$ cat src/rtl/nvm_pkg.sv
package nvm_pkg;

    localparam int ADDR_W      = 6;
    localparam int DATA_W      = 16;
    localparam int OPC_SHORT_W = 3;
    localparam int OPC_LONG_W  = 5;
    localparam int PAD_W       = 4;
    localparam int FRAME_W     = OPC_SHORT_W + ADDR_W + DATA_W;
    localparam int BITCNT_W    = $clog2(FRAME_W);
    localparam int IDX_W       = 4;

    localparam logic [OPC_SHORT_W-1:0] OPC_RD   = 3'b110;
    localparam logic [OPC_SHORT_W-1:0] OPC_WR   = 3'b101;
    localparam logic [OPC_LONG_W-1:0]  OPC_UNLK = 5'b10011;
    localparam logic [OPC_LONG_W-1:0]  OPC_LOCK = 5'b10000;

    // One segment of a transfer; each segment is a run of phases
    typedef enum logic [2:0] {
        SG_IDLE  = 3'd0,
        SG_SETUP = 3'd1,
        SG_OUT   = 3'd2,
        SG_IN    = 3'd3,
        SG_STBY  = 3'd4,
        SG_POLL  = 3'd5,
        SG_CLEAN = 3'd6
    } seg_e;

    typedef enum logic [1:0] {
        FR_READ = 2'd0,
        FR_UNLK = 2'd1,
        FR_PROG = 2'd2,
        FR_LOCK = 2'd3
    } frame_e;

    typedef struct packed {
        seg_e   kind;
        frame_e frame;
    } step_t;

    // Segment list of each transfer kind; past the end it returns idle
    function automatic step_t step_at(input logic wr, input logic [IDX_W-1:0] idx);
        step_t s;
        s.kind  = SG_IDLE;
        s.frame = FR_READ;
        if (!wr) begin
            case (idx)
                4'd0: s.kind = SG_SETUP;
                4'd1: begin s.kind = SG_OUT; s.frame = FR_READ; end
                4'd2: s.kind = SG_IN;
                4'd3: s.kind = SG_STBY;
                default: s.kind = SG_IDLE;
            endcase
        end else begin
            case (idx)
                4'd0: s.kind = SG_SETUP;
                4'd1: begin s.kind = SG_OUT; s.frame = FR_UNLK; end
                4'd2: s.kind = SG_STBY;
                4'd3: begin s.kind = SG_OUT; s.frame = FR_PROG; end
                4'd4: s.kind = SG_STBY;
                4'd5: s.kind = SG_POLL;
                4'd6: s.kind = SG_STBY;
                4'd7: begin s.kind = SG_OUT; s.frame = FR_LOCK; end
                4'd8: s.kind = SG_CLEAN;
                default: s.kind = SG_IDLE;
            endcase
        end
        return s;
    endfunction

endpackage

$ cat src/rtl/nvm_phase_tick.sv
module nvm_phase_tick #(
    parameter int PHASE_CYC = 10
) (
    input  logic clk,
    input  logic rst_n,
    input  logic run_i,
    output logic tick_o
);
    localparam int CNT_W = (PHASE_CYC > 1) ? $clog2(PHASE_CYC) : 1;
    localparam logic [CNT_W-1:0] LAST = CNT_W'(PHASE_CYC - 1);

    logic [CNT_W-1:0] cnt_d, cnt_q;

    always_comb begin
        cnt_d  = cnt_q;
        tick_o = 1'b0;
        if (!run_i) begin
            cnt_d = '0;
        end else if (cnt_q == LAST) begin
            cnt_d  = '0;
            tick_o = 1'b1;
        end else begin
            cnt_d = cnt_q + CNT_W'(1);
        end
    end

    always_ff @(posedge clk or negedge rst_n) begin
        if (!rst_n) cnt_q <= '0;
        else        cnt_q <= cnt_d;
    end

endmodule

$ cat src/rtl/nvm_frame_build.sv
module nvm_frame_build
    import nvm_pkg::*;
(
    input  frame_e              sel_i,
    input  logic [ADDR_W-1:0]   addr_i,
    input  logic [DATA_W-1:0]   wdata_i,
    output logic [FRAME_W-1:0]  word_o,
    output logic [BITCNT_W-1:0] last_o
);
    localparam int SHORT_LEN = OPC_SHORT_W + ADDR_W;
    localparam int LONG_LEN  = OPC_LONG_W + PAD_W;

    // Frames are left aligned: bit FRAME_W-1 goes out first
    always_comb begin
        word_o = '0;
        last_o = BITCNT_W'(SHORT_LEN - 1);
        case (sel_i)
            FR_READ: begin
                word_o = {OPC_RD, addr_i, {DATA_W{1'b0}}};
                last_o = BITCNT_W'(SHORT_LEN - 1);
            end
            FR_UNLK: begin
                word_o = {OPC_UNLK, {(FRAME_W-OPC_LONG_W){1'b0}}};
                last_o = BITCNT_W'(LONG_LEN - 1);
            end
            FR_PROG: begin
                word_o = {OPC_WR, addr_i, wdata_i};
                last_o = BITCNT_W'(FRAME_W - 1);
            end
            default: begin
                word_o = {OPC_LOCK, {(FRAME_W-OPC_LONG_W){1'b0}}};
                last_o = BITCNT_W'(LONG_LEN - 1);
            end
        endcase
    end

endmodule

$ cat src/rtl/serial_nvm_master.sv
module serial_nvm_master
    import nvm_pkg::*;
#(
    parameter int PHASE_CYC = 10,
    parameter int POLL_MAX  = 200
) (
    input  logic              clk,
    input  logic              rst_n,
    input  logic              req_i,
    input  logic              wr_i,
    input  logic [ADDR_W-1:0] addr_i,
    input  logic [DATA_W-1:0] wdata_i,
    output logic              busy_o,
    output logic              done_o,
    output logic [DATA_W-1:0] rdata_o,
    output logic              timeout_o,
    output logic              mem_cs_o,
    output logic              mem_sck_o,
    output logic              mem_mosi_o,
    input  logic              mem_miso_i
);
    localparam int POLL_W = $clog2(POLL_MAX + 1);
    localparam logic [POLL_W-1:0] POLL_LAST = POLL_W'(POLL_MAX - 1);

    typedef struct packed {
        seg_e                kind;
        logic [IDX_W-1:0]    idx;
        logic                wr;
        logic [ADDR_W-1:0]   addr;
        logic [DATA_W-1:0]   wdata;
        logic [1:0]          sub;
        logic [BITCNT_W-1:0] bits;
        logic [FRAME_W-1:0]  sr;
        logic [DATA_W-1:0]   rdata;
        logic [POLL_W-1:0]   poll;
        logic                tmo;
        logic                cs;
        logic                sck;
        logic                di;
        logic                done;
    } st_t;

    st_t                 st_d, st_q;
    logic                tick;
    step_t               nxt;
    logic [FRAME_W-1:0]  frame_word;
    logic [BITCNT_W-1:0] frame_last;
    logic                adv;

    assign busy_o = (st_q.kind != SG_IDLE);
    assign nxt    = step_at(st_q.wr, st_q.idx + IDX_W'(1));

    nvm_phase_tick #(.PHASE_CYC(PHASE_CYC)) u_tick (
        .clk   (clk),
        .rst_n (rst_n),
        .run_i (busy_o),
        .tick_o(tick)
    );

    nvm_frame_build u_frame (
        .sel_i  (nxt.frame),
        .addr_i (st_q.addr),
        .wdata_i(st_q.wdata),
        .word_o (frame_word),
        .last_o (frame_last)
    );

    always_comb begin
        st_d      = st_q;
        st_d.done = 1'b0;
        adv       = 1'b0;

        case (st_q.kind)
            SG_IDLE: begin
                if (req_i) begin
                    st_d.wr    = wr_i;
                    st_d.addr  = addr_i;
                    st_d.wdata = wdata_i;
                    st_d.tmo   = 1'b0;
                    st_d.idx   = '0;
                    st_d.sub   = '0;
                    st_d.kind  = SG_SETUP;
                    st_d.sck   = 1'b0;
                    st_d.di    = 1'b0;
                    st_d.cs    = 1'b1;
                end
            end
            SG_SETUP: begin
                if (tick) adv = 1'b1;
            end
            SG_OUT: begin
                if (tick) begin
                    case (st_q.sub)
                        2'd0: begin st_d.sck = 1'b1; st_d.sub = 2'd1; end
                        2'd1: begin st_d.sck = 1'b0; st_d.sub = 2'd2; end
                        default: begin
                            if (st_q.bits == '0) begin
                                adv = 1'b1;
                            end else begin
                                st_d.bits = st_q.bits - BITCNT_W'(1);
                                st_d.sr   = st_q.sr << 1;
                                st_d.di   = st_q.sr[FRAME_W-2];
                                st_d.sub  = 2'd0;
                            end
                        end
                    endcase
                end
            end
            SG_IN: begin
                if (tick) begin
                    if (st_q.sub == 2'd0) begin
                        st_d.rdata = {st_q.rdata[DATA_W-2:0], mem_miso_i};
                        st_d.sck   = 1'b0;
                        st_d.sub   = 2'd1;
                    end else if (st_q.bits == '0) begin
                        adv = 1'b1;
                    end else begin
                        st_d.bits = st_q.bits - BITCNT_W'(1);
                        st_d.sck  = 1'b1;
                        st_d.sub  = 2'd0;
                    end
                end
            end
            SG_STBY: begin
                if (tick) begin
                    case (st_q.sub)
                        2'd0: begin st_d.sck = 1'b1; st_d.sub = 2'd1; end
                        2'd1: begin st_d.cs  = 1'b1; st_d.sub = 2'd2; end
                        2'd2: begin st_d.sck = 1'b0; st_d.sub = 2'd3; end
                        default: adv = 1'b1;
                    endcase
                end
            end
            SG_POLL: begin
                if (tick) begin
                    if (mem_miso_i) begin
                        adv = 1'b1;
                    end else if (st_q.poll == POLL_LAST) begin
                        st_d.tmo = 1'b1;
                        adv      = 1'b1;
                    end else begin
                        st_d.poll = st_q.poll + POLL_W'(1);
                    end
                end
            end
            SG_CLEAN: begin
                if (tick) begin
                    if (st_q.sub == 2'd0) begin
                        st_d.sck = 1'b0;
                        st_d.sub = 2'd1;
                    end else begin
                        adv = 1'b1;
                    end
                end
            end
            default: st_d.kind = SG_IDLE;
        endcase

        // Enter the next segment: the pins of its first phase are set here
        if (adv) begin
            st_d.idx  = st_q.idx + IDX_W'(1);
            st_d.kind = nxt.kind;
            st_d.sub  = '0;
            st_d.di   = 1'b0;
            case (nxt.kind)
                SG_OUT: begin
                    st_d.sr   = frame_word;
                    st_d.bits = frame_last;
                    st_d.di   = frame_word[FRAME_W-1];
                    st_d.sck  = 1'b0;
                end
                SG_IN: begin
                    st_d.bits = BITCNT_W'(DATA_W - 1);
                    st_d.sck  = 1'b1;
                end
                SG_STBY: begin
                    st_d.cs  = 1'b0;
                    st_d.sck = 1'b0;
                end
                SG_POLL:  st_d.poll = '0;
                SG_CLEAN: begin
                    st_d.cs  = 1'b0;
                    st_d.sck = 1'b1;
                end
                SG_IDLE:  st_d.done = 1'b1;
                default:  ;
            endcase
        end
    end

    always_ff @(posedge clk or negedge rst_n) begin
        if (!rst_n) st_q <= '0;
        else        st_q <= st_d;
    end

    assign done_o     = st_q.done;
    assign rdata_o    = st_q.rdata;
    assign timeout_o  = st_q.tmo;
    assign mem_cs_o   = st_q.cs;
    assign mem_sck_o  = st_q.sck;
    assign mem_mosi_o = st_q.di;

endmodule

$ cat config.mk
export PLATFORM = sky130hd
export DESIGN_NAME = serial_nvm_master
export DESIGN_NICKNAME = d
export VERILOG_FILES = /design/src/rtl/nvm_pkg.sv /design/src/rtl/nvm_phase_tick.sv /design/src/rtl/nvm_frame_build.sv /design/src/rtl/serial_nvm_master.sv
export SDC_FILE = /design/constraint.sdc
export NUM_CORES = 1
export LEC_CHECK = 0
export ABC_AREA = 1
export CAP_MARGIN = 25
export CELL_PAD_IN_SITES_DETAIL_PLACEMENT = 1
export CELL_PAD_IN_SITES_GLOBAL_PLACEMENT = 2
export CORE_MARGIN = 2
export CORE_UTILIZATION = 25
export DETAILED_ROUTE_END_ITERATION = 12
export DONT_BUFFER_PORTS = 1
export HOLD_SLACK_MARGIN = 0.15
export PLACE_DENSITY = 0.67
export SLEW_MARGIN = 20
export SYNTH_ARGS = -nofsm -noshare
export SYNTH_HDL_FRONTEND = slang
export SYNTH_SLANG_ARGS = --single-unit
$ cat constraint.sdc
create_clock -name clk -period 2 [get_ports clk]
set_input_delay 0 -clock clk [delete_from_list [all_inputs] [get_ports clk]]
set_output_delay 0 -clock clk [all_outputs]
set_load 0.02 [all_outputs]
## Word-level counts from Yosys, hierarchy flattened

Cells that the tools add are included.

- Logic and storage cells: 163
- Bits of input ports: 27
- Flip-flop bits (word level): 95
- Output and inout port bits: 22

- Eq/ne operators: 41
- Reductions and logical operators: 27
- Add/sub/neg operators: 4
- Muxes and demuxes: 75

Operator list:

| operator | number |
|---|---|
| $mux W32 | 4 |
| $pmux W24 S3 | 1 |
| $mux W25 | 2 |
| $mux W8 | 4 |
| $mux W30 | 1 |
| $mux W1 | 27 |
| $mux W27 | 1 |
| $ne A3 B3 Y1 const B | 8 |
| $mux W7 | 3 |
| $pmux W5 S2 | 2 |
| $eq A3 B3 Y1 const B | 6 |
| $mux W9 | 2 |
| $eq A4 B3 Y1 const B | 4 |
| $mux W4 | 4 |
| $mux W5 | 3 |
| $pmux W3 S5 | 1 |
| $eq A3 B2 Y1 const B | 4 |
| $mux W2 | 6 |
| $pmux W1 S2 | 6 |
| $pmux W2 S3 | 2 |
| $pmux W3 S4 | 1 |
| $pmux W2 S5 | 1 |
| $reduce_and A10 Y1 | 1 |
| $reduce_and A5 Y1 | 2 |
| other kinds (31) | 51 |

## Longest topological paths before layout

Gate-level depths: netlist (run 1).

- Depth in word-level cells: 9
- Depth in mapped cells: 14
- Gate-level depth less buffers: 14

## Hierarchy

Synthesis (run 1) repeated with hierarchy kept, for this count alone.

- Cell total of the unflattened synthesis: 728
- Area, all modules: 5502.8 µm²

By module, submodules not included:

| module | times used | cells an instance | area each (µm²) | sequential area each (µm²) |
|---|---|---|---|---|
| serial_nvm_master | 1 | 647 | 5042.3 | 2252.2 |
| nvm_frame_build | 1 | 59 | 259.0 | 0.0 |
| nvm_phase_tick | 1 | 22 | 201.4 | 100.1 |

## Worst setup path after synthesis (run 1)

OpenSTA, ideal clock, no wires.

- Kind: register to register
- Start: reg st_q[84] (netlist name)
- End: reg st_q[29] (netlist name)
- Period minus slack after synthesis: 1.835 ns
- Setup time: 0.118 ns
- Setup slack: 0.165 ns
- Required time: 1.882 ns
- Path buffers: 1
- Arrival time: 1.717 ns
- Cell stages (with the launch flop): 11
- Cells stage by stage: dfrtp_1 ha_1 xnor2_2 nor2_1 nand2_2 nand3_2 nor2_4 nand2_2 buf_4 nand3_1 nand2_1

RTL lines:

| item | line | RTL |
|---|---|---|
| from (decl) | serial_nvm_master.sv:43 | `st_t st_d, st_q;` |
| from (signal assigned) | serial_nvm_master.sv:193 | `else st_q <= st_d;` |

==> results of run 1 <==
==> per-stage QoR <==
stage / area, um^2 / cells / setup slack (ns)
after detailed placement: 5600 / 932 / -0.158
after global routing: 6400 / 985 / -0.0858
final: 6400 / 985 / 0.0749
after floorplan: 5190 / 655 / 0.165
after global placement: 5600 / 932 / -0.0869
after CTS: 6150 / 973 / 0.000597
==> flip-flops by register name, summed over array words and instances, names as in the netlist <==
signal and flops:
timeout_o 1, done_o 1, rdata_o 16, u_tick.cnt_q 4, mem_cs_o 1, st_q 69, mem_sck_o 1, mem_mosi_o 1
==> worst max-delay path, stage by stage (launching register included) <==
cell	delay, ns
sky130_fd_sc_hd__dfrtp_1	0.38
sky130_fd_sc_hd__ha_2	0.23
sky130_fd_sc_hd__xnor2_4	0.22
sky130_fd_sc_hd__nor2_2	0.09
sky130_fd_sc_hd__nand2_2	0.12
sky130_fd_sc_hd__nand4_4	0.13
sky130_fd_sc_hd__nor2_4	0.22
sky130_fd_sc_hd__nand2_4	0.11
sky130_fd_sc_hd__clkbuf_16	0.19
sky130_fd_sc_hd__nand2_1	0.06
sky130_fd_sc_hd__nand2_1	0.05
==> kinds of logic after synthesis <==
kind of cell	Yosys count	share of synthesized area
AO/OA/AOI/OAI	56	0.0610
adder cells (fa/ha/maj)	14	0.0338
flip-flops	94	0.453
AND/OR/NAND/NOR	376	0.315
multiplexers	13	0.0282
buffers and inverters	91	0.0883
XOR/XNOR	11	0.0200
==> routing by layer <==
metal	GRT usage	vias to the layer above	routed length [um]
li1	-	2176	-
met1	0.167	2167	6430
met2	0.229	53	7120
met3	0.0267	16	379
met4	0.0410	0	261
met5	0	-	0
==> power groups by stage <==
| stage | Combinational [W] | Clock [W] | Sequential, W |
|---|---|---|---|
| after detailed placement | 0.000914 | 0 | 0.00243 |
| final | 0.000953 | 0.00169 | 0.00240 |
| after global routing | 0.00113 | 0.00184 | 0.00245 |
| after CTS | 0.000959 | 0.00176 | 0.00240 |
| after floorplan | 0.000621 | 0 | 0.00236 |
| after global placement | 0.000883 | 0 | 0.00243 |
==> cell usage after synthesis (4+ instances only) <==
master and number:
sky130_fd_sc_hd__xnor2_1 4, sky130_fd_sc_hd__nor2_1 36, sky130_fd_sc_hd__o21ai_0 20, sky130_fd_sc_hd__nand3_1 27, sky130_fd_sc_hd__a21oi_1 12, sky130_fd_sc_hd__mux2_2 13, sky130_fd_sc_hd__nand4_1 23, sky130_fd_sc_hd__o21ai_1 9
sky130_fd_sc_hd__nor2_2 9, sky130_fd_sc_hd__dfrtp_1 94, sky130_fd_sc_hd__xor2_1 6, sky130_fd_sc_hd__inv_1 52, sky130_fd_sc_hd__o22ai_1 4, sky130_fd_sc_hd__nand2_1 260, sky130_fd_sc_hd__clkbuf_1 5, sky130_fd_sc_hd__ha_1 14
sky130_fd_sc_hd__buf_6 4, sky130_fd_sc_hd__inv_2 5, sky130_fd_sc_hd__buf_4 22, sky130_fd_sc_hd__nand2_2 6
==> cell type report <==
class / instances / area (um^2) / share of cell area
clock buffers: 10 / 239 / 0.0373
clock inverters: 6 / 50.0 / 0.00781
inverters: 57 / 219 / 0.0342
multi-input cells: 470 / 2510 / 0.392
flip-flops and latches: 94 / 2350 / 0.367
well taps: 270 / 338 / 0.0527
repair buffers: 78 / 697 / 0.109
==> worst paths after layout <==
check                                      from              endpoint  cells after the start
hold / removal                            rst_n  st_q[60]$_DFFE_PN0P_                      0
min in group clk                    wdata_i[11]  st_q[72]$_DFFE_PN0P_                      3
hold reg to reg            st_q[75]$_DFFE_PN0P_  st_q[75]$_DFFE_PN0P_                      2
setup / recovery           st_q[84]$_DFFE_PN0P_    st_q[30]$_DFF_PN0_                     10
setup reg to reg           st_q[84]$_DFFE_PN0P_    st_q[30]$_DFF_PN0_                     10
max in group asynchronous                 rst_n  st_q[86]$_DFFE_PN0P_                      0
==> repair_timing <==
item,CTS,global route
gates cloned,0,1
resized for setup,3,43
setup endpoints to repair,27,60
endpoints found under the hold margin,130,94
pin swaps,0,13
setup buffers,0,11
==> results list, run 1 <==
- Endpoint required time on the critical path: 2.24 ns
- Row generation in the floorplan step produced 52 rows.
- Commonest non-fill, non-tap cell in the layout: sky130_fd_sc_hd__nand2_1
- Power density normalized to cell area: 788 nW/um^2
- Clock tree from TritonCTS: built
* Combinational share of power: 0.189
- CTS H-Tree Depth: 3
- Largest area contributor in the netlist: sky130_fd_sc_hd__dfrtp_1
- Number of synthesis warnings: 0
- Of the total power, the share spent switching nets is 0.319.
- For the final routed database, the setup TNS stands at 0 ns.
- Max Freq: 519 MHz
- The first detailed-routing pass ran for 4 iterations.
* Maximum number of buffers from clock root to sink: 2
- Internal power component: 0.00344 W
- Setup slack of the worst register-to-register path: 0.07 ns
* Total setup violations reported at the end of the flow: 0
- Yosys mapped a number of flops with a built-in enable equal to 0.
* Sequential-to-total area share from yosys stat: 0.453
- Violated checks: negative hold slack
* Overall die width: 148 um
- Post-layout util: 0.316
* Area delta synth->final: 23.5%
* Cts bufs inserted: 9
- In this run the worst hold path is classified as in2async.
* Most frequent cells in the layout: 254 x sky130_fd_sc_hd__nand2_1, 93 x sky130_fd_sc_hd__dfrtp_1, 47 x sky130_fd_sc_hd__buf_4, 46 x sky130_fd_sc_hd__inv_1, 30 x sky130_fd_sc_hd__nor2_1
- Synthesis produced a netlist whose cell count is 655.
- Final worst path period need: 1.93 ns
* Startpoint Class: register
* Net switching power of the design: 0.00161 W
* Synth Area per Inst: 7.92 um^2
- The number of different library cells used by synthesis comes to 36.
* All-Layer GR Usage: 0.132
* Routed via count: 4412
- For this block, the initial DRC count from the detailed router was 164.
* Overall power after layout: 0.00505 W
* Rel. slew slack: 0.666
- Clock skew on the completed layout was measured at 0.00890 ns.
- Worst hold slack across all endpoints: -0.663 ns
* Number of antenna violations at the first check in global routing: 0
- The total overflow left after global routing is 0.
- Slew at the pin closest to its max-slew limit: 0.497 ns
- Of the total power, the clock network draws 0.335.
- Number of remaining DRC errors: 0
- The floorplan step defined a die boundary enclosing 21900 um^2.
- Synthesis inferred 94 register bits.
* Maximum fanout along the worst path: 14
- Status: finished, violations left
* Post-synth top flop: sky130_fd_sc_hd__dfrtp_1
- Dividing the detail-routed via count by the number of cells gives 4.48.
- Max-cap violations in this run came to 0.
* Sequential share of power: 0.476
- Buffers inserted to repair hold after CTS numbered 25.
- Final worst path period share: 0.963
- Clock tree synthesis selected as its root buffer the cell sky130_fd_sc_hd__clkbuf_16.
- Filler cell count in the final layout: 2437
- Of the post-synthesis cell area, the dominant cell type holds 0.453.
- CTS saw 94 sinks.
- The worst setup path is captured at a register.
* Effective utilization at floorplan: 0.256
* Last weighted congestion value of the routability-driven placer: 0.819
- After clock tree synthesis, the clock-pin slew on the worst setup and hold paths is 0.07 ns.
- Peak VDD IR: 0.000454 V
- Critical path start-end classification: reg2reg
- RSZ-0062 raised after global routing: yes
* Synthesized area: 5190 um^2
- Top post-synthesis cells by area: sky130_fd_sc_hd__dfrtp_1 45%, sky130_fd_sc_hd__nand2_1 19%, sky130_fd_sc_hd__inv_1 3.8%
* I/O pin count: 49
- DP HPWL: 10100 um
- Dividing the detail-routed wire length by the instance count gives 14.4 um.
- In this run the vertical extent of the chip is 148 um.
- Clock network latency to the later pin of the worst-skew pair: 0.35 ns
- Synthesis produced a netlist with a net count of 696.
- Pin count of the biggest net entering global routing: 95
- The core region is 20300 um^2.
* Global-route wire length before repair: 23400 um
- For this run, the post-layout net count is 751.
* Data arrival time of the worst path: 2.17 ns
* Final routed wirelength across all metal layers: 14200 um
- In the final layout, the share of cells above drive strength 1 is 0.200.
- The final hold violation count was 94.
- Summed over all cells, the static leakage comes to 3.22 nW.
- Vias in the first global route: 4684
* Count of input and output buffers: 0
* Number of diodes: 0
- The detail route stage leaves a number of antenna-violating nets equal to 0.
- In the synthesized netlist the async set-or-reset flop fraction comes to 1.00.
- The number of slew-limit violations in the final report came to 0.
(Power assumes the default switching activity.)
==> run 2, diff against run 1 <==
--- a/config.mk
+++ b/config.mk
@@ -14,4 +14,5 @@
 export DETAILED_ROUTE_END_ITERATION = 12
 export DONT_BUFFER_PORTS = 1
+export GPL_ROUTABILITY_DRIVEN = 0
 export HOLD_SLACK_MARGIN = 0.15
 export PLACE_DENSITY = 0.67
==> constraint.sdc (replaced) <==
create_clock -name clk -period 2 [get_ports clk]
set_input_delay 0.1 -clock clk [delete_from_list [all_inputs] [get_ports clk]]
set_output_delay 0.1 -clock clk [all_outputs]
set_load 0.02 [all_outputs]
==> results list, run 2 (synthesis results as in run 1) <==
* Number of remaining DRC errors: 0 (unchanged)
* Pins Over Slew Limit: 0 (unchanged)
- The transition time at the pin with the least slew margin is 0.500 ns (was 0.497 ns).
* DP HPWL: 10100 um (unchanged)
- Area occupied by registers: 2350 um^2 (unchanged)
- The final antenna-violating net count was 0 (unchanged).
- Rel. slew slack: 0.664 (was 0.666)
- The overall power of the completed layout came to 0.00504 W (was 0.00505 W).
* Clock network latency to the later pin of the worst-skew pair: 0.35 ns (about the same)
- The class of the tightest hold or removal check was in2async (unchanged).
- Vias per inst: 4.48 (about the same)
- The chip height came to 148 um (unchanged).
* Total Die Area: 21900 um^2 (unchanged)
- Static leakage: 3.22 nW (unchanged)
- Final worst path period share: 0.963 (about the same)
- Drt pass-1 iters: 4 (unchanged)
- Final Hold Violating Endpoints: 94 (unchanged)
- Startpoint Class: register (unchanged)
- The worst path required time was 2.24 ns (about the same).
* Most flop-heavy register: st_q (unchanged)
* Hold-fix buffers at CTS: 25 (unchanged)
- The number of levels in the clock H-tree is 3 (unchanged).
- Standard cell core area: 20300 um^2 (unchanged)
- Skew final: 0.00875 ns (was 0.00890 ns)
- The number of port buffers was 0 (unchanged).
* Type of element capturing the critical path: register (unchanged)
- Fraction of layout instances using a drive strength above 1: 0.200 (unchanged)
- Data arrival time of the worst path: 2.17 ns (about the same)
- Most frequent cells in the layout: 254 x sky130_fd_sc_hd__nand2_1, 93 x sky130_fd_sc_hd__dfrtp_1, 47 x sky130_fd_sc_hd__buf_4, 46 x sky130_fd_sc_hd__inv_1, 30 x sky130_fd_sc_hd__nor2_1 (unchanged).
- The wire length of the first global-routing pass was 23400 um (about the same).
- The number of instances in the placed design was 932 (unchanged).
- The wire length reported by the detailed router came to 14200 um (about the same).
- The clock slew at the register clock pins of the worst setup and hold paths is 0.07 ns (about the same).
- Effective utilization at floorplan: 0.256 (unchanged)
* Total setup violations reported at the end of the flow: 0 (unchanged)
- The count of maximum capacitance violations came to 0 (unchanged).
- The depth of the most critical reg-to-reg path is 10 (unchanged).
- Post-Layout Cell Count: 985 (unchanged)
* RSZ-0062 raised after global routing: yes (unchanged)
- The highest ir drop seen on vdd came to 0.000453 V (was 0.000454 V).
- Total grt overflow: 0 (unchanged)
* R2R Path Start: st_q[84]$_DFFE_PN0P_ (unchanged)
* Routed via count: 4414 (was 4412)
* Detailed-route wire length per cell: 14.4 um (about the same)
* Max Freq: 519 MHz (about the same)
- The clock buffer count from CTS came to 9 (unchanged).
* Vias in the first global route: 4689 (was 4684)
* Commonest non-fill, non-tap cell in the layout: sky130_fd_sc_hd__nand2_1 (unchanged)
- The number of ports placed on the die boundary was 49 (unchanged).
- Setup slack of the worst register-to-register path: 0.07 ns (about the same)
- Violated checks: negative hold slack (unchanged)
- Crit Reg-Reg Endpoint: st_q[38]$_DFF_PN0_ (was st_q[30]$_DFF_PN0_)
- Iteration-0 DRC count of the detailed router: 161 (was 164)
- The end of the critical path was st_q[38]$_DFF_PN0_ (was st_q[30]$_DFF_PN0_).
- The area occupied by multi-input gates was 2510 um^2 (unchanged).
- Status: finished, violations left (unchanged)
- Overall die width: 148 um (unchanged)
- Pin count of the biggest net entering global routing: 95 (unchanged)
- Clk root buf: sky130_fd_sc_hd__clkbuf_16 (unchanged)
- Flip-flop count of the largest register, all copies and words added: 69 (unchanged)
- The highest net fanout along the worst path was 14 (unchanged).
* Number of cell rows: 52 (unchanged)
- Area delta synth->final: 23.5% (unchanged)
* TritonCTS sink count: 94 (unchanged)
* Critical path start-end classification: reg2reg (unchanged)
- Maximum number of buffers from clock root to sink: 2 (unchanged)
* Final Net Count: 751 (unchanged)
* Number of antenna violations at the first check in global routing: 0 (unchanged)
- The beginning of the critical path is st_q[84]$_DFFE_PN0P_ (unchanged).
- The count of filler cells inserted in the layout is 2437 (unchanged).
- The post-route minimum period was 1.93 ns (about the same).
- The overall routing resource usage came to 0.132 (about the same).
- Power density normalized to cell area: 788 nW/um^2 (about the same)
* Number of diodes: 0 (unchanged)
- The CTS tree was built (unchanged).
* Worst hold slack across all endpoints: -0.563 ns (was -0.663 ns)
==> run 2: cell counts in the layout (fill, tap and decap cells not counted) <==
No cell type changed its count.
==> run 2: repair_timing <==
action                     in CTS  in global routing
gates cloned                    0                  1
buffers inserted                0                 11
resized for setup               3                 43
setup endpoints to repair      27                 60
hold endpoints to repair      127                 94
pin swaps                       0                 13
==> run 2: final cells by class <==
cell class | instances | area share
repair buffers | 78 | 0.109
well taps | 270 | 0.0527
flip-flops and latches | 94 | 0.367
clock inverters | 6 | 0.00781
clock buffers | 10 | 0.0373
multi-input cells | 470 | 0.392
inverters | 57 | 0.0342
==> run 2: power by group <==
group          switching, W  internal, W
Clock              0.000797     0.000893
Combinational      0.000582     0.000369
Sequential         0.000227      0.00218
Total               0.00161      0.00344
==> run 2: worst max-delay path, stage by stage, from the launching register on <==
cell                        delay, ns
sky130_fd_sc_hd__dfrtp_1         0.38
sky130_fd_sc_hd__ha_2            0.23
sky130_fd_sc_hd__xnor2_4         0.22
sky130_fd_sc_hd__nor2_2          0.09
sky130_fd_sc_hd__nand2_2         0.12
sky130_fd_sc_hd__nand4_4         0.13
sky130_fd_sc_hd__nor2_4          0.22
sky130_fd_sc_hd__nand2_4         0.11
sky130_fd_sc_hd__clkbuf_16       0.19
sky130_fd_sc_hd__nand2_1         0.06
sky130_fd_sc_hd__nand2_1         0.05
==> run 2: layer usage <==
layer | track usage | part of all wire | vias up
li1 | - | - | 2177
met1 | 0.167 | 0.45 | 2164
met2 | 0.229 | 0.50 | 57
met3 | 0.0267 | 0.028 | 16
met4 | 0.0410 | 0.018 | 0
met5 | 0 | 0 | -
==> run 2: per-stage QoR <==
step | instance area, um^2 | setup WS (ns) | TNS (ns) | utilization
detailed placement | 5600 | -0.158 | -2.52 | 0.276
finish | 6400 | 0.0737 | 0 | 0.316
global placement | 5600 | -0.0869 | -0.844 | 0.276
global route | 6400 | -0.0858 | -1.58 | 0.316
CTS | 6150 | 0.000597 | 0 | 0.303
floorplan | 5190 | 0.165 | 0 | -
==> run 2: worst min-delay path by stage <==
stage	cells past startpoint	slack, ns	to	start
floorplan	0	-0.20	done_o$_DFF_PN0_	rst_n
global placement	0	-0.19	st_q[59]$_DFFE_PN0P_	rst_n
detailed placement	0	-0.19	st_q[59]$_DFFE_PN0P_	rst_n
CTS	0	-0.58	st_q[59]$_DFFE_PN0P_	rst_n
global route	0	-0.58	st_q[59]$_DFFE_PN0P_	rst_n
finish	0	-0.56	st_q[60]$_DFFE_PN0P_	rst_n
==> run 3, diff against run 2 <==
CTS_BUF_LIST = sky130_fd_sc_hd__clkbuf_16   (was default)
==> results list, run 3 (synthesis results as in run 1) <==
- Hold Crit Class: in2async (unchanged)
* Iteration-0 DRC count of the detailed router: 160 (was 161)
- Most frequent cells in the layout: 254 x sky130_fd_sc_hd__nand2_1, 93 x sky130_fd_sc_hd__dfrtp_1, 47 x sky130_fd_sc_hd__buf_4, 46 x sky130_fd_sc_hd__inv_1, 30 x sky130_fd_sc_hd__nor2_1 (unchanged).
- Slew at the pin closest to its max-slew limit: 0.495 ns (was 0.500 ns)
- Crit Reg-Reg Endpoint: st_q[38]$_DFF_PN0_ (unchanged)
- The highest ir drop seen on vdd was 0.000454 V (was 0.000453 V).
- The proportion of total power due to net switching was 0.321 (was 0.318).
- Final worst path period need: 1.93 ns (about the same)
- The met2 layer usage reported by global route was 0.229 (unchanged).
- The ratio of cells with drive above 1 in the final layout came to 0.199 (was 0.200).
* Antenna Violating Nets Remaining: 0 (unchanged)
- The category of the worst setup path capture point was a register (unchanged).
* Combinational share of power: 0.190 (was 0.189)
- The switching power summed over all nets is 0.00161 W (about the same).
* Hold-fix buffers at CTS: 25 (unchanged)
* Worst hold slack across all endpoints: -0.561 ns (was -0.563 ns)
* All-Layer GR Usage: 0.132 (unchanged)
* Clock tree from TritonCTS: built (unchanged)
- Status: finished, violations left (unchanged).
- The global routing's busiest layer was met2 (unchanged).
- Final routed wirelength across all metal layers: 14200 um (about the same)
- The highest net fanout along the worst path came to 14 (unchanged).
- Skew final: 0.00880 ns (was 0.00875 ns)
* Global routing met3 resource utilization: 0.0267 (unchanged)
- The width of the die is 148 um (unchanged).
- DP HPWL: 10100 um (unchanged)
- The worst endpoint data arrival time came to 2.17 ns (about the same).
- The part of the cycle the worst path needs was 0.965 (was 0.963).
- The first-pass iteration count of the detailed router is 4 (unchanged).
* Critical path start-end classification: reg2reg (unchanged)
- Max-capacitance violation count: 0 (unchanged)
- Static leakage: 3.21 nW (was 3.22 nW)
* Maximum number of buffers from clock root to sink: 2 (unchanged)
- The portion of total power attributed to the clock network is 0.330 (was 0.335).
- The total vias in the final route is 4411 (was 4414).
- Count of input and output buffers: 0 (unchanged)
* Clock-pin slew of the registers on the worst-case setup and hold paths: 0.07 ns (about the same)
- The final design utilization came to 0.315 (was 0.316).
* Clock network latency to the later pin of the worst-skew pair: 0.35 ns (about the same)
* Final Hold Violating Endpoints: 94 (unchanged)
- The flip-flop count of the largest register after layout is 69 (unchanged).
* Total setup violations reported at the end of the flow: 0 (unchanged)
- R2R Path Start: st_q[84]$_DFFE_PN0P_ (unchanged)
- Effective utilization at floorplan: 0.256 (unchanged)
* Vias per inst: 4.48 (about the same)
- Endpoint required time on the critical path: 2.24 ns (about the same)
- Number of antenna violations at the first check in global routing: 0 (unchanged)
* Number of diodes: 0 (unchanged)
- Pins Over Slew Limit: 0 (unchanged)
- The post-detailed-route DRC marker count is 0 (unchanged).
* I/O pin count: 49 (unchanged)
- The met1 usage in global routing is 0.167 (unchanged).
- The power density over the cells is 783 nW/um^2 (was 788 nW/um^2).
* Total Die Area: 21900 um^2 (unchanged)
* Final Net Count: 751 (unchanged)
- Commonest non-fill, non-tap cell in the layout: sky130_fd_sc_hd__nand2_1 (unchanged)
- Rel. slew slack: 0.667 (was 0.664)
* Standard cell core area: 20300 um^2 (unchanged)
- Global-route wire length before repair: 23400 um (about the same)
- The startpoint class of the critical path is a register (unchanged).
* Total grt overflow: 0 (unchanged)
* Sequential share of power: 0.480 (was 0.476)
- The chip height is 148 um (unchanged).
- Vias in the first global route: 4690 (was 4689)
- The reg-to-reg setup timing slack was 0.07 ns (about the same).
- Violated checks: negative hold slack (unchanged)
- The CTS sink count came to 94 (unchanged).
* Number of cell rows: 52 (unchanged)
- The cell at the root of the clock tree was sky130_fd_sc_hd__clkbuf_16 (unchanged).
- Cts bufs inserted: 9 (unchanged)
- The most flop-heavy register is st_q (unchanged).
- The number of levels in the clock H-tree was 3 (unchanged).
* Max Freq: 518 MHz (was 519 MHz)
* Depth of the worst register-to-register path: 10 (unchanged)
- The signed area change from the synthesized netlist to the final layout was 23.3% (was 23.5%).
- The cell-internal power is 0.00340 W (was 0.00344 W).
* RSZ-0062 raised after global routing: yes (unchanged)
- The post-detailed-route wirelength per cell is 14.5 um (was 14.4 um).
- Pin count of the biggest net entering global routing: 95 (unchanged)
run 3: cell types whose count changed in the layout (fill, tap and decap cells not counted):
| cell | delta |
|---|---|
| sky130_fd_sc_hd__clkbuf_8 | -1 |
| sky130_fd_sc_hd__clkinv_1 | +1 |
run 3: metal layers:
layer / vias to the layer above / part of all wire
li1: 2177 / -
met1: 2166 / 0.45
met2: 52 / 0.50
met3: 16 / 0.027
met4: 0 / 0.018
met5: - / 0
run 3: final cells by class:
type	count	area, um^2
flip-flops and latches	94	2350
clock inverters	7	53.8
well taps	270	338
fillers	2440	13900
inverters	57	219
clock buffers	9	225
multi-input cells	470	2510
repair buffers	78	697
run 3: worst max path at each step:
stage	slack (ns)	cells past startpoint	from	endpoint
floorplan	0.17	10	st_q[84]$_DFFE_PN0P_	st_q[29]$_DFF_PN0_
global placement	-0.09	8	st_q[84]$_DFFE_PN0P_	st_q[58]$_DFF_PN0_
detailed placement	-0.16	8	st_q[84]$_DFFE_PN0P_	st_q[51]$_DFF_PN0_
CTS	0.0006	10	st_q[84]$_DFFE_PN0P_	st_q[47]$_DFF_PN0_
global route	-0.09	10	st_q[84]$_DFFE_PN0P_	st_q[48]$_DFF_PN0_
finish	0.07	10	st_q[84]$_DFFE_PN0P_	st_q[38]$_DFF_PN0_
run 3: critical path: stages (launching register included):
cell                        delay, ns
sky130_fd_sc_hd__dfrtp_1         0.38
sky130_fd_sc_hd__ha_2            0.23
sky130_fd_sc_hd__xnor2_4         0.22
sky130_fd_sc_hd__nor2_2          0.09
sky130_fd_sc_hd__nand2_2         0.12
sky130_fd_sc_hd__nand4_4         0.13
sky130_fd_sc_hd__nor2_4          0.22
sky130_fd_sc_hd__nand2_4         0.11
sky130_fd_sc_hd__clkbuf_16       0.19
sky130_fd_sc_hd__nand2_1         0.06
sky130_fd_sc_hd__nand2_1         0.05
run 3: per-stage QoR:
step | instance area, um^2 | power (W) | setup slack [ns] | std cells | TNS [ns]
3_3_place_gp | 5600 | 0.00331 | -0.0869 | 932 | -0.844
5_1_grt | 6390 | 0.00537 | -0.0858 | 985 | -1.58
2_1_floorplan | 5190 | 0.00298 | 0.165 | 655 | 0
3_5_place_dp | 5600 | 0.00334 | -0.158 | 932 | -2.52
6_report | 6390 | 0.00501 | 0.0703 | 985 | 0
4_1_cts | 6140 | 0.00508 | 0.000597 | 973 | 0
run 3: power by group through the flow:
stage	clock, W	sequential [W]	combinational, W
finish	0.00165	0.00240	0.000951
CTS	0.00172	0.00240	0.000958
global route	0.00180	0.00245	0.00113
floorplan	0	0.00236	0.000621
global placement	0	0.00243	0.000883
detailed placement	0	0.00243	0.000914
run 3: repair_timing:
item	in CTS	in global routing
resized for setup	3	43
setup endpoints to repair	27	60
endpoints found under the hold margin	127	94
buffers inserted	0	11
cloned	0	1
pin swaps	0	13
